**src/rtl/nnx_pkg.sv**
```systemverilog
package nnx_pkg;
   localparam logic [6:0] NNX_OPCODE = 7'b0101011;
   localparam logic [2:0] F3_CLAMP   = 3'd0;
   localparam logic [2:0] F3_DOT     = 3'd1;
   localparam logic [2:0] F3_MACC    = 3'd2;

   typedef enum logic [1:0] {
      OP_NONE,
      OP_CLAMP,
      OP_DOT,
      OP_MACC
   } nnx_op_e;

   typedef struct packed {
      nnx_op_e     op;
      logic        bad;
      logic [4:0]  rd;
      logic [6:0]  pos;
   } nnx_dec_t;
endpackage

```
**src/rtl/nnx_decode.sv**
```systemverilog
module nnx_decode
   import nnx_pkg::*;
(
   input  logic [31:0] instr_i,
   output nnx_dec_t    dec_o
);
   logic [6:0] f7;
   logic [2:0] f3;

   assign f7 = instr_i[31:25];
   assign f3 = instr_i[14:12];

   always_comb begin
      dec_o     = '0;
      dec_o.op  = OP_NONE;
      dec_o.rd  = instr_i[11:7];
      dec_o.pos = f7;
      if (instr_i[6:0] == NNX_OPCODE) begin
         unique case (f3)
            F3_CLAMP: dec_o.op = OP_CLAMP;
            F3_DOT: begin
               if (f7 == 7'd0) dec_o.op  = OP_DOT;
               else            dec_o.bad = 1'b1;
            end
            F3_MACC: begin
               if (f7 == 7'd0) dec_o.op  = OP_MACC;
               else            dec_o.bad = 1'b1;
            end
            default: dec_o.bad = 1'b1;
         endcase
      end
   end
endmodule

```
**src/rtl/nnx_clamp.sv**
```systemverilog
module nnx_clamp #(
   parameter int XLEN  = 32,
   parameter int POS_W = 7
) (
   input  logic [XLEN-1:0]  val_i,
   input  logic [XLEN-1:0]  shamt_i,
   input  logic [POS_W-1:0] pos_i,
   output logic [XLEN-1:0]  res_o,
   output logic             ok_o
);
   localparam int SH_W = $clog2(XLEN);
   localparam int EXT  = XLEN + 2;
   localparam logic [POS_W-1:0] POS_MAX = POS_W'(XLEN);
   localparam logic [XLEN-1:0]  SH_LIM  = XLEN'(XLEN);

   logic signed [XLEN-1:0] shifted;
   logic signed [EXT-1:0]  sx;
   logic [EXT-1:0]         one_u;
   logic signed [EXT-1:0]  hi;
   logic signed [EXT-1:0]  lo;
   logic [POS_W-1:0]       pos_m1;

   assign ok_o    = (pos_i != '0) && (pos_i <= POS_MAX) && (shamt_i < SH_LIM);
   assign shifted = $signed(val_i) >>> shamt_i[SH_W-1:0];
   assign sx      = $signed({{2{shifted[XLEN-1]}}, shifted});

   // Limits are built two bits wider than the datapath so p = XLEN cannot overflow.
   assign pos_m1  = pos_i - 1'b1;
   assign one_u   = {{(EXT-1){1'b0}}, 1'b1} << pos_m1;
   assign hi      = $signed(one_u) - 1;
   assign lo      = -$signed(one_u);

   always_comb begin
      if (sx > hi)      res_o = hi[XLEN-1:0];
      else if (sx < lo) res_o = lo[XLEN-1:0];
      else              res_o = shifted;
   end
endmodule

```
**src/rtl/nnx_dot.sv**
```systemverilog
module nnx_dot #(
   parameter int XLEN   = 32,
   parameter int LANE_W = 8
) (
   input  logic [XLEN-1:0] a_i,
   input  logic [XLEN-1:0] b_i,
   input  logic [XLEN-1:0] acc_i,
   output logic [XLEN-1:0] res_o
);
   localparam int N_LANES = XLEN / LANE_W;
   localparam int PROD_W  = 2 * LANE_W;
   localparam int SUM_W   = PROD_W + $clog2(N_LANES) + 1;

   logic signed [PROD_W-1:0] prod [N_LANES];
   logic signed [SUM_W-1:0]  psum;

   for (genvar g = 0; g < N_LANES; g++) begin : g_lane
      assign prod[g] = $signed(a_i[g*LANE_W +: LANE_W]) * $signed(b_i[g*LANE_W +: LANE_W]);
   end

   always_comb begin
      psum = '0;
      for (int i = 0; i < N_LANES; i++) begin
         psum = psum + $signed({{(SUM_W-PROD_W){prod[i][PROD_W-1]}}, prod[i]});
      end
   end

   if (SUM_W < XLEN) begin : g_ext
      assign res_o = acc_i + {{(XLEN-SUM_W){psum[SUM_W-1]}}, psum};
   end else begin : g_trunc
      assign res_o = acc_i + psum[XLEN-1:0];
   end
endmodule

```
**src/rtl/nnx_macc.sv**
```systemverilog
module nnx_macc #(
   parameter int XLEN = 32
) (
   input  logic [XLEN-1:0] a_i,
   input  logic [XLEN-1:0] b_i,
   input  logic [XLEN-1:0] acc_i,
   output logic [XLEN-1:0] res_o
);
   logic signed [2*XLEN-1:0] full;

   assign full  = $signed(a_i) * $signed(b_i);
   assign res_o = full[XLEN-1:0] + acc_i;
endmodule

```
**src/rtl/nnx_unit.sv**
```systemverilog
module nnx_unit
   import nnx_pkg::*;
#(
   parameter int XLEN   = 32,
   parameter int LANE_W = 8
) (
   input  logic            clk,
   input  logic            rst_n,
   input  logic            issue_i,
   input  logic [31:0]     instr_i,
   input  logic [XLEN-1:0] src1_i,
   input  logic [XLEN-1:0] src2_i,
   input  logic [XLEN-1:0] src3_i,
   output logic            wb_en_o,
   output logic [4:0]      wb_idx_o,
   output logic [XLEN-1:0] wb_data_o,
   output logic            illegal_o
);
   localparam int POS_W = 7;

   if ((XLEN % LANE_W) != 0 || (XLEN / LANE_W) < 2) begin : g_bad_lanes
      $error("nnx_unit: XLEN must hold at least two whole lanes");
   end
   if ((1 << POS_W) <= XLEN) begin : g_bad_pos
      $error("nnx_unit: position field cannot reach XLEN");
   end

   nnx_dec_t        dec;
   logic [XLEN-1:0] clamp_res, dot_res, macc_res;
   logic            clamp_ok;
   logic            do_wr;
   logic [XLEN-1:0] res_mux;

   nnx_decode u_dec (.instr_i(instr_i), .dec_o(dec));

   nnx_clamp #(.XLEN(XLEN), .POS_W(POS_W)) u_clamp (
      .val_i(src1_i), .shamt_i(src2_i), .pos_i(dec.pos),
      .res_o(clamp_res), .ok_o(clamp_ok)
   );

   nnx_dot #(.XLEN(XLEN), .LANE_W(LANE_W)) u_dot (
      .a_i(src1_i), .b_i(src2_i), .acc_i(src3_i), .res_o(dot_res)
   );

   nnx_macc #(.XLEN(XLEN)) u_macc (
      .a_i(src1_i), .b_i(src2_i), .acc_i(src3_i), .res_o(macc_res)
   );

   always_comb begin
      unique case (dec.op)
         OP_CLAMP: begin do_wr = clamp_ok; res_mux = clamp_res; end
         OP_DOT:   begin do_wr = 1'b1;     res_mux = dot_res;   end
         OP_MACC:  begin do_wr = 1'b1;     res_mux = macc_res;  end
         default:  begin do_wr = 1'b0;     res_mux = '0;        end
      endcase
      if (dec.rd == 5'd0) do_wr = 1'b0;
   end

   always_ff @(posedge clk or negedge rst_n) begin
      if (!rst_n) begin
         wb_en_o   <= 1'b0;
         illegal_o <= 1'b0;
         wb_idx_o  <= '0;
         wb_data_o <= '0;
      end else begin
         wb_en_o   <= issue_i & do_wr;
         illegal_o <= issue_i & dec.bad;
         wb_idx_o  <= dec.rd;
         wb_data_o <= res_mux;
      end
   end
endmodule

```
**config.mk**
```make
export PLATFORM = sky130hd
export DESIGN_NAME = nnx_unit
export DESIGN_NICKNAME = d
export VERILOG_FILES = /design/src/rtl/nnx_pkg.sv /design/src/rtl/nnx_decode.sv /design/src/rtl/nnx_clamp.sv /design/src/rtl/nnx_dot.sv /design/src/rtl/nnx_macc.sv /design/src/rtl/nnx_unit.sv
export SDC_FILE = /design/constraint.sdc
export NUM_CORES = 2
export LEC_CHECK = 0
export BUFFER_PORTS_ARGS = -buffer_cell sky130_fd_sc_hd__buf_4
export CAP_MARGIN = 0
export CELL_PAD_IN_SITES_DETAIL_PLACEMENT = 2
export CELL_PAD_IN_SITES_GLOBAL_PLACEMENT = 2
export CORE_UTILIZATION = 42
export DETAILED_ROUTE_END_ITERATION = 10
export PLACE_DENSITY = 0.83
export SYNTH_ARGS = -nofsm -noshare
export SYNTH_HDL_FRONTEND = slang
export SYNTH_HIERARCHICAL = 1
export SYNTH_SLANG_ARGS = --single-unit
export TNS_END_PERCENT = 100
```
**constraint.sdc**
```tcl
create_clock -name clk -period 0.8 [get_ports clk]
set_input_delay 0.16 -clock clk [delete_from_list [all_inputs] [get_ports clk]]
set_output_delay 0.16 -clock clk [all_outputs]
set_load 0.02 [all_outputs]
```
==> impl_results.md, run 1 <==
- Effective utilization at floorplan: 42.4%
- Routability cong.: 0.931
- Register area share after synthesis: 2.60%
- Postcts setup bufs: 71
- Synth Instances: 4,227
- Placed instance area: 0.0456 sq mm
- Failed at: 4_1_cts
- Status: aborted with a tool error
- Clk buf depth: 2
- Port bufs: 159
- Yosys reg bits: 39
- Resized cells post-CTS: 469
- Die Height: 301 um
- Number of synthesized flops with an enable pin: 0
- Hpwl dp: 177,000 um
- Net Count, Synth: 5,480
- # rows: 109
- CTS H-Tree Depth: 2
- Async SR Flop Fraction: 100%
- Post-CTS Hold Buffers: 6
- Avg Inst Size Synth: 8.88 sq um
- Yosys warns: 6
- Clock sink count: 39
- Distinct cells, synth: 104
- First Err: [ERROR DPL-0033] detailed placement checks failed during check placement.
- Synthesized area: 0.0375 sq mm
- CTS Buf Count: 5
- Clock Tree Root: clkbuf_16
- Most common flop cell mapped by yosys: dfrtp_1
- Io pins: 170
- Chip width: 301 um
[per-stage QoR]
| stage | hold WS (ps) | util, % | instances | setup WS, ps |
|---|---|---|---|---|
| global placement | 134 | 51.5 | 6105 | -7950 |
| floorplan | -136 | - | 4227 | -7040 |
| detailed placement | 145 | 51.5 | 6105 | -8690 |
[synth_stat cells (8+ instances only)]
cell type | n | area share [%]
inv_1 | 971 | 9.7
fa_1 | 765 | 41
nand2_1 | 453 | 4.5
and2_1 | 414 | 6.9
ha_1 | 357 | 12
clkbuf_1 | 124 | 1.2
xnor2_1 | 119 | 2.8
nor2_1 | 110 | 1.1
a21oi_1 | 88 | 1.2
o21ai_0 | 76 | 1.0
xor2_1 | 51 | 1.2
nor3_1 | 49 | 0.65
a21o_1 | 47 | 0.94
nand3_1 | 47 | 0.63
dfrtp_1 | 39 | 2.6
a22o_1 | 34 | 0.79
mux2_4 | 31 | 1.2
nand4_1 | 30 | 0.50
nand2b_1 | 29 | 0.48
mux4_2 | 27 | 1.6
o21a_1 | 27 | 0.54
nor2b_1 | 26 | 0.43
mux2i_1 | 25 | 0.67
a211oi_1 | 19 | 0.38
buf_2 | 18 | 0.24
buf_4 | 17 | 0.34
mux2_2 | 15 | 0.45
a22oi_1 | 14 | 0.28
and3_1 | 13 | 0.22
nor4_1 | 12 | 0.20
o211ai_1 | 12 | 0.24
o21ai_1 | 10 | 0.13
a31oi_1 | 9 | 0.15
nor3b_1 | 9 | 0.18
o21bai_1 | 9 | 0.18
o31ai_1 | 8 | 0.16
[cell families after synthesis]
family	after synthesis	synth area share, %
flip-flops	39	2.60
multiplexers	98	3.98
AO/OA/AOI/OAI	415	7.77
XOR/XNOR	173	4.13
buffers and inverters	1144	11.9
AND/OR/NAND/NOR	1236	16.9
adder cells (fa/ha/maj)	1122	52.7
==> run 2, diff against run 1 <==
CELL_PAD_IN_SITES_DETAIL_PLACEMENT = not set   (was 2)
CELL_PAD_IN_SITES_GLOBAL_PLACEMENT = not set   (was 2)
CORE_UTILIZATION = 40   (was 42)
PLACE_DENSITY = not set   (was 0.83)
PLACE_DENSITY_LB_ADDON = 0.15   (was not set)
==> run 2 against run 1 <==
- the flow now finishes, with violations (design-rule violations, negative setup slack)
- synthesized cell count did not move
- area after synthesis is the same
==> impl_results.md, run 2 <==
- Status: finished, violations left
- Failing checks: design-rule violations, negative setup slack
- Crit. End Element: register
- Total Routed Length: 133,000 um
- Nets@finish: 6,279
- Post-DRT Antenna Nets: 0
- First drt pass iteration count: 8
- Most used cell, CP: fa_1
- Crit share post-route: 1020%
- Share of cells above drive strength 1: 27.2%
- Chip width: 308 um (+2.5%)
- Final Util: 52.1%
- Final Max Slew Viols: 0
- Distinct cells, synth: 104 (unchanged)
- Net Count, Synth: 5,480 (unchanged)
- Io pins: 170 (unchanged)
- Effective utilization at floorplan: 40.3% (-2.1 points)
- CTS Buf Count: 5 (unchanged)
- Slew @ Worst Pin: 874 ps
- CP startpoint: src1_i[28]
- Die area: 0.0951 sq mm
- Seq. cell area: 978 sq um
- Worst-path fanout max: 4
- Global-route wire length before repair: 205,000 um
- Crit path arrival time: 8350 ps
- Async SR Flop Fraction: 100% (unchanged)
- Place WS: -7800 ps (+884 ps)
- Setup ws final: -7350 ps
- Clk buf depth: 2 (unchanged)
- Footprint of the multi-input gates: 0.0339 sq mm
- Final setup fails: 73
- Die Height: 308 um (+2.5%)
- Most common cell after layout, fill and taps aside: inv_1
- Worst path required time: 990 ps
- Most frequent cells in the layout: inv_1, buf_4, fa_1
- TritonCTS clock tree: yes
- Vias in the first global route: 34,200
- Global Route Usage Sum: 28.7%
- Final Hold Vio Count: 0
- DRC Markers: 8
- Clock transition at path regs: 70 ps
- Fill count: 8,748
- Hold crit path type: in2reg
- DR vias: 31,800
- Pin count of the biggest net entering global routing: 33
- Total gr overflow: 0
- Synth area leaders: fa_1, ha_1, inv_1
- Clock Tree Root: clkbuf_16
- Avg Inst Size Synth: 8.88 sq um (unchanged)
- Max cap viols: 0
- Port bufs: 159 (unchanged)
- Initial antenna violation count: 5
- Max reg flops: 32
- CP max stage delay: 590 ps
- CTS H-Tree Depth: 2 (unchanged)
- Synthesized area: 0.0375 sq mm (unchanged)
- Top-count cell post-synth: inv_1
- Synth Instances: 4,227 (unchanged)
- Fmax: 0.123 GHz
- Yosys reg bits: 39 (unchanged)
- Worst path slowest cell: fa_2
- Largest Register: wb_data_o
- Drt via density: 5.07
- P&R area growth vs syn: 29.3%
- Synth top cells by count: inv_1, fa_1, nand2_1
- Yosys warns: 6 (unchanged)
- Clock sink count: 39 (unchanged)
- Routability cong.: 0.934 (+0.35%)
- Most common flop cell mapped by yosys: dfrtp_1
- Register area share after synthesis: 2.60% (unchanged)
- Core region area: 0.0932 sq mm
- Area leader, netlist: fa_1
- Hpwl dp: 111,000 um (-38%)
- Biggest regs: wb_data_o x32, wb_idx_o x5
- RSZ-0062 raised after global routing: yes
- Worst setup SP type: primary input
- # rows: 112 (+2.8%)
- Critical Path End: wb_data_o[31]
- Share of the synthesized area in the top cell type: 40.8% (unchanged)
- Routed WL per cell: 21.2 um
- Max-Slew Margin vs Limit: 41.6%
- Final min period: 8150 ps
- Number of synthesized flops with an enable pin: 0 (unchanged)
- Critical path class: in2reg
- DRT iter0 DRCs: 1,811
## run 2: cell counts after synthesis
Identical to the previous run, type by type.
## run 2: area by class of cell
| class | count | share of cell area [%] |
|---|---|---|
| diodes | 2 | 0.0103 |
| clock buffers | 5 | 0.258 |
| clock inverters | 3 | 0.0902 |
| inverters | 972 | 7.55 |
| multi-input cells | 3044 | 69.7 |
| flip-flops and latches | 39 | 2.02 |
| well taps | 1254 | 3.23 |
| repair buffers | 964 | 17.1 |
## run 2: metrics by stage
step	TNS, ps	instance area (sq um)	hold WS, ps	instances
final	-211040	48600	91.1	6283
after global routing	-218060	48500	102	6281
after CTS	-211130	47300	85.4	6243
after detailed placement	-217470	45700	-11.1	6193
after global placement	-217740	45700	-12.7	6193
after floorplan	-188820	38200	-136	4227
## run 2: kinds of logic after synthesis
logic type,after synthesis,synth area share [%]
buf+inv,1144,11.9
mux,98,3.98
fa+ha+maj,1122,52.7
compound gates,415,7.77
flops,39,2.60
xor+xnor,173,4.13
simple gates,1236,16.9
## run 2: worst min path at each step
stage | startpoint | cells past startpoint | slack (ps) | endpoint
4_1_cts | issue_i | 2 | 90 | illegal_o
3_5_place_dp | rst_n | 1 | -10 | wb_idx_o[1]
5_1_grt | issue_i | 2 | 100 | illegal_o
2_1_floorplan | rst_n | 0 | -140 | illegal_o
3_3_place_gp | rst_n | 1 | -10 | wb_idx_o[3]
6_report | issue_i | 2 | 90 | illegal_o
## run 2: worst max-delay path, delay by kind of cell
family	cells	cell delay (ps)
XOR/XNOR	3	620
AO/OA/AOI/OAI	11	1970
AND/OR/NAND/NOR	5	570
buffers and inverters	7	460
adder cells (fa/ha/maj)	10	4570
## run 2: routing by layer
layer | vias to the layer above | GRT usage (%) | routed length, um
met5 | - | 0 | 13
met4 | 2 | 6.76 | 3880
met3 | 173 | 2.72 | 6780
met2 | 917 | 49.6 | 64700
met1 | 16200 | 38.6 | 57600
li1 | 14500 | - | -
## run 2: timing repair
item	in CTS	in global routing
buffers inserted	41	48
cloned	6	1
hold endpoints to repair	44	0
setup endpoints to repair	73	73
pin swaps	111	156
resized for setup	226	199
hold buffers	6	0
Power of run 2 is left out: the tool's default activity adds up to more than one toggle a clock period on the data nets, which glitch-free logic cannot reach.
